`src/rtl/alt_run_pkg.sv`:
```
package alt_run_pkg;

  typedef enum logic {
    PHASE_ZERO = 1'b0,
    PHASE_ONE  = 1'b1
  } phaseT;

  // Strobes from control to the run-count datapath
  typedef struct packed {
    logic runStep;   // current bit continues the run being hunted
    logic runHit;    // current bit completes the run
  } runStrobeT;

endpackage

```
`src/rtl/alt_run_datapath.sv`:
```
module alt_run_datapath
  import alt_run_pkg::*;
#(
  parameter int RUN_LEN = 3
) (
  input  logic      clk,
  input  logic      rst,
  input  runStrobeT strobe,
  output logic      runAtLast,
  output logic      hitMark
);

  localparam int RUN_W = $clog2(RUN_LEN + 1);
  localparam logic [RUN_W-1:0] MARK = RUN_W'(RUN_LEN);
  localparam logic [RUN_W-1:0] LAST = RUN_W'(RUN_LEN - 1);

  logic [RUN_W-1:0] runCnt;
  logic [RUN_W-1:0] runNext;

  // The mark code stands for "just hit": it behaves as length zero
  always_comb begin
    if (strobe.runHit)
      runNext = MARK;
    else if (strobe.runStep)
      runNext = (runCnt == MARK) ? RUN_W'(1) : runCnt + RUN_W'(1);
    else
      runNext = '0;
  end

  always_ff @(posedge clk) begin
    if (rst)
      runCnt <= '0;
    else
      runCnt <= runNext;
  end

  assign runAtLast = (runCnt == LAST);
  assign hitMark   = (runCnt == MARK);

endmodule

```
`src/rtl/alt_run_control.sv`:
```
module alt_run_control
  import alt_run_pkg::*;
#(
  parameter int ZERO_HITS = 2
) (
  input  logic      clk,
  input  logic      rst,
  input  logic      bitIn,
  input  logic      runAtLast,
  output runStrobeT strobe,
  output phaseT     phase
);

  localparam int HIT_W = (ZERO_HITS > 1) ? $clog2(ZERO_HITS) : 1;
  localparam logic [HIT_W-1:0] HIT_LAST = HIT_W'(ZERO_HITS - 1);

  logic [HIT_W-1:0] hitCnt;
  logic             bitMatch;

  assign bitMatch       = (phase == PHASE_ZERO) ? ~bitIn : bitIn;
  assign strobe.runStep = bitMatch;
  assign strobe.runHit  = bitMatch & runAtLast;

  always_ff @(posedge clk) begin
    if (rst) begin
      phase  <= PHASE_ZERO;
      hitCnt <= '0;
    end else if (strobe.runHit) begin
      if (phase == PHASE_ZERO) begin
        if (hitCnt == HIT_LAST) begin
          phase  <= PHASE_ONE;
          hitCnt <= '0;
        end else begin
          hitCnt <= hitCnt + HIT_W'(1);
        end
      end else begin
        phase <= PHASE_ZERO;
      end
    end
  end

endmodule

```
`src/rtl/alt_run_detector.sv`:
```
module alt_run_detector
  import alt_run_pkg::*;
#(
  parameter int RUN_LEN   = 3,
  parameter int ZERO_HITS = 2
) (
  input  logic clk,
  input  logic rst,
  input  logic dataIn,
  output logic detectOut
);

  runStrobeT strobe;
  phaseT     phase;
  logic      runAtLast;
  logic      hitMark;
  logic      phaseIsOne;

  alt_run_control #(.ZERO_HITS(ZERO_HITS)) i_control (
    .clk       (clk),
    .rst       (rst),
    .bitIn     (dataIn),
    .runAtLast (runAtLast),
    .strobe    (strobe),
    .phase     (phase)
  );

  alt_run_datapath #(.RUN_LEN(RUN_LEN)) i_datapath (
    .clk       (clk),
    .rst       (rst),
    .strobe    (strobe),
    .runAtLast (runAtLast),
    .hitMark   (hitMark)
  );

  assign phaseIsOne = (phase == PHASE_ONE);
  assign detectOut  = hitMark;

endmodule

```
`config.mk`:
```
export PLATFORM = sky130hd
export DESIGN_NAME = alt_run_detector
export DESIGN_NICKNAME = d
export VERILOG_FILES = /design/src/rtl/alt_run_pkg.sv /design/src/rtl/alt_run_datapath.sv /design/src/rtl/alt_run_control.sv /design/src/rtl/alt_run_detector.sv
export SDC_FILE = /design/constraint.sdc
export NUM_CORES = 1
export LEC_CHECK = 0
export CORE_AREA = 2 2 39 41
export DETAILED_ROUTE_END_ITERATION = 12
export DIE_AREA = 0 0 41 43
export PLACE_DENSITY = 0.37
export REMOVE_ABC_BUFFERS = 1
export SYNTH_ARGS = -nofsm -noshare
export SYNTH_HDL_FRONTEND = slang
export SYNTH_SLANG_ARGS = --single-unit
```
`constraint.sdc`:
```
create_clock -name clk -period 2.26 [get_ports clk]
set_clock_uncertainty 0.05 [all_clocks]
set_input_delay 0.452 -clock clk [delete_from_list [all_inputs] [get_ports clk]]
set_output_delay 0.452 -clock clk [all_outputs]
set_load 0.02 [all_outputs]
```
---- Word-level counts from Yosys, hierarchy flattened ----
Index checks and enable logic that the tools add are counted.
storage, ports and cells
  bits in registers ....................... 4
  input port bits ......................... 3
  output and inout bits ................... 1
  logic and storage cells ................. 18
operators by class
  add/subtract/negate cells ............... 2
  equal/unequal tests ..................... 2
  muxes and demuxes ....................... 7
  bitwise operators ....................... 3
  reduce and logical (&&, ||, !) cells .... 1
operator list
  operator             count
  $mux 2               3
  $eq 2x2->1 const B   2
  $mux 1               4
  $add 2x1->2 const B  1
  $not 1->1            2
  $reduce_and 2->1     1
  $add 1x1->1 const B  1
  $and 1x1->1          1

---- Logic depth before layout (Yosys ltp) ----
Gate-level depths: netlist of run 1.
  depth in word-level cells ............... 4
  depth in mapped cells ................... 4

---- Modules after synthesis ----
A second synthesis of run 1 with hierarchy kept.
second synthesis, totals
  cell total of the unflattened synthesis .. 23
  area, all modules ....................... 226.5 µm²
by module, submodules not included
  module            instances  cells an instance  area each (µm²)
  alt_run_control   1          11                 115.1
  alt_run_datapath  1          12                 111.4

---- Worst setup path after synthesis of run 1 ----
No wires, ideal clock.
  kind .................................... register to register
  from .................................... register i_datapath.runCnt[0]
  to ...................................... register i_control.hitCnt
  setup time .............................. 0.121 ns
  arrival ................................. 1.035 ns
  required time ........................... 2.089 ns
  setup slack ............................. 1.054 ns
  cell stages (with the launch flop) ...... 5
  buffers on the path ..................... 0
  cells stage by stage .................... dfxtp_1 inv_1 ha_1 nor3b_2 mux2_4
on the way
  word-level cells in the longest chain between the ends .. 3
RTL lines
  what                        line                    source
  start: declaration          alt_run_datapath.sv:17  logic [RUN_W-1:0] runCnt;
  start signal: assignment    alt_run_datapath.sv:34  runCnt <= runNext;
  $eq 2x2->1                  alt_run_datapath.sv:37  assign runAtLast = (runCnt == LAST);
  $and 1x1->1                 alt_run_control.sv:22   assign strobe.runHit = bitMatch & runAtLast;
  $reduce_and 2->1 (no line)  -
  end signal: assignment      alt_run_control.sv:34   hitCnt <= hitCnt + HIT_W'(1);
  end: declaration            alt_run_control.sv:17   logic [HIT_W-1:0] hitCnt;
Every way passes these cells.
A chain may end at the register's enable or synchronous reset.

---- Worst setup path after layout of run 1 ----
  from .................................... register i_datapath.runCnt[0]
  to ...................................... output detectOut
on the way
  word-level cells in the longest chain between the ends .. 1
RTL lines
  what              line                    source
  $eq 2x2->1        alt_run_datapath.sv:38  assign hitMark = (runCnt == MARK);
  end: declaration  alt_run_detector.sv:10  output logic detectOut
Every way passes these cells.

==> impl_metrics.json, run 1 <==
{
  "status": "finished clean",
  "ff2ff_setup_slack_ns": 0.98,
  "slowest_stage": "clkdlybuf4s50_1",
  "netlist_area_sq_um": 211,
  "cts_buffers": 3,
  "synth.avg_cell_area_sq_um": 10.6,
  "seq_area_frac_synth": 0.379,
  "grt_pass1_wl_microns": 517,
  "tritoncts": "done",
  "ys_warn_count": 0,
  "die_height_microns": 43,
  "coreArea_sq_um": 1380,
  "final.fill_count": 158,
  "grt_pass1_vias": 146,
  "slowest_delay_ns": 0.59,
  "fin_setup_tns_ns": 0,
  "max_cap_viol_count": 0,
  "grt_use_total": 0.0512,
  "die_w_microns": 41,
  "worstMarginPinSlew_ns": 0.205,
  "io_pins": 4,
  "first_pass_iters": 1,
  "synthCells": 20,
  "area_growth_pct": 34.3,
  "startpoint_type": "flop",
  "synth_seq_cells": 4,
  "min_from": "i_control.hitCnt$_SDFFE_PP0P_",
  "rsz0062_at_grt": "no",
  "drive_gt1_frac": 0.269,
  "end_kind": "output port",
  "vias_per_cell": 3.71,
  "ant_nets": 0,
  "start_util": 0.153,
  "setup-violations-final": 0,
  "slew_viol_final": 0,
  "post_layout_nonfiller_instances": 42,
  "path_depth": 2,
  "drc": 0,
  "hold_class": "reg -> reg",
  "worst-path-buf-inv": 1,
  "crit_required_ns": 1.76,
  "place_congestion": 0.601,
  "rows": 14,
  "period_minus_slack_ns": 1.83,
  "root_buffer": "clkbuf_4",
  "hpwlAfterDp_microns": 245,
  "drt_wl_total_microns": 307,
  "cp-startpoint": "i_datapath.runCnt[0]$_SDFF_PP0_",
  "arrival_ns": 1.32,
  "grt_max_degree": 6,
  "ir_drop_mv": 0.207,
  "clk_pin_slew_worst_paths_ns": 0.04,
  "vias": 156,
  "cp_max_fo": 3,
  "regArea_sq_um": 80.1,
  "synth.distinct_cells": 12,
  "fin_util": 0.205,
  "r2r_cells": 4,
  "postCtsSetupRepairBufs": 0,
  "multi_input_area_sq_um": 124,
  "whs_path_depth": 2,
  "cts_hold_buf": 0,
  "power.leakage_nw": 0.118,
  "relSlewSlack": 0.863,
  "fmax_mhz": 547,
  "dp.cells": 39,
  "cts_buffer_depth": 2,
  "crit_family": "buffers and inverters",
  "crit_chain": "ha_1 -> clkdlybuf4s50_1",
  "antenna_found_initial": 0,
  "finalCritPeriodShare": 0.808,
  "critical_path_class": "reg -> out",
  "nets": 34,
  "htree_num_levels": 1,
  "cts_resized": 0,
  "dieArea_sq_um": 1760,
  "io_buffers": 3,
  "insertion_delay_ns": 0.23,
  "power_per_cell_area_nw_per_um2": 638,
  "reg2reg_from": "i_datapath.runCnt[0]$_SDFF_PP0_",
  "post_drt_wl_per_cell_microns": 7.31,
  "overflow": 0,
  "diodes": 0,
  "drt-initial-drc-count": 0,
  "hold_violations": 0,
  "cts_sinks": 4
}
## worst register-to-register path, cell delays in order (launching register included)
cell and delay (ns):
dfxtp_1 0.31, inv_1 0.06, ha_1 0.21, nor3b_2 0.22, mux2_4 0.31
## final cells by class
class	instances	share of cell area
clock buffer	3	0.0793
tap	16	0.0705
timing repair buffer	3	0.106
multi-input combinational	14	0.436
sequential	4	0.282
inverter	2	0.0264
## metal layers
| layer | routed length (microns) | GRT usage | part of all wire |
|---|---|---|---|
| met1 | 143 | 0.0514 | 0.47 |
| met2 | 126 | 0.0531 | 0.41 |
| met3 | 23 | 0.0314 | 0.075 |
| met4 | 14 | 0.0800 | 0.046 |
| met5 | 0 | 0 | 0 |
## registers in the layout, summed over array words and instances, names as in the netlist
name and flops:
i_control.hitCnt 1, i_control.phase 1, i_datapath.runCnt 2
## path summary, 6_finish.rpt
kind                                                       to
worst max-delay path                                detectOut
worst min-delay path             i_control.phase$_SDFFE_PP0P_
worst max register to register  i_control.hitCnt$_SDFFE_PP0P_
worst min register to register   i_control.phase$_SDFFE_PP0P_
## cell usage in the layout, fill, tap and decap left out
cell type / synthesis / routed
clkdlybuf4s50_1: 0 / 3
inv_1: 2 / 2
a21oi_1: 1 / 1
nor2b_1: 1 / 1
clkbuf_4: 0 / 3
mux2_4: 1 / 1
nor3b_2: 1 / 1
nor2_1: 1 / 1
a211oi_1: 1 / 1
dfxtp_1: 4 / 4
xor2_1: 1 / 1
nor3_1: 2 / 2
ha_1: 3 / 3
and2b_2: 2 / 2
## where the power goes
group	switching, W	leakage, nW	internal [W]
Sequential	0.00000203	0.0326	0.0000739
Combinational	0.00000755	0.0712	0.0000108
Clock	0.0000277	0.0138	0.0000593
## cells by family (layout without fill, tap and decap cells)
| family | Yosys count | after routing | share of synthesized area |
|---|---|---|---|
| buf+inv | 2 | 8 | 0.0355 |
| compound gates | 2 | 2 | 0.0592 |
| mux | 1 | 1 | 0.0710 |
| fa+ha+maj | 3 | 3 | 0.178 |
| flops | 4 | 4 | 0.379 |
| xor+xnor | 1 | 1 | 0.0414 |
| simple gates | 7 | 7 | 0.237 |
## cells in the mapped netlist
master,count,area share
a21oi_1,1,0.024
a211oi_1,1,0.036
nor2b_1,1,0.030
xor2_1,1,0.041
nor3b_2,1,0.059
inv_1,2,0.036
ha_1,3,0.18
dfxtp_1,4,0.38
nor3_1,2,0.047
and2b_2,2,0.083
nor2_1,1,0.018
mux2_4,1,0.071
## through the flow
stage / power, W / setup slack (ns) / hold slack, ns / instance area [sq um]
after floorplan: 0.0000877 / 1.05 / 0.454 / 211
after global placement: 0.0000948 / 0.661 / 0.485 / 262
after detailed placement: 0.0000953 / 0.638 / 0.487 / 262
after CTS: 0.000189 / 0.410 / 0.496 / 284
after global routing: 0.000196 / 0.354 / 0.508 / 284
final: 0.000181 / 0.433 / 0.486 / 284
Power figures use the tool's default switching activity.
==> run 2, diff against run 1 <==
Clock period 2.26 ns to 1.84 ns, I/O delays scaled along.
==> results of run 2 <==
The final DEF is identical to that of run 1. Status: finished clean.
Main changes from that run: setup slack after placement 0.638 ns -> 0.302 ns; setup slack after layout 0.433 ns -> 0.0974 ns; register-to-register setup slack 0.98 ns -> 0.56 ns; total power 0.000181 W -> 0.000223 W; worst IR drop on VDD 0.207 mV -> 0.254 mV
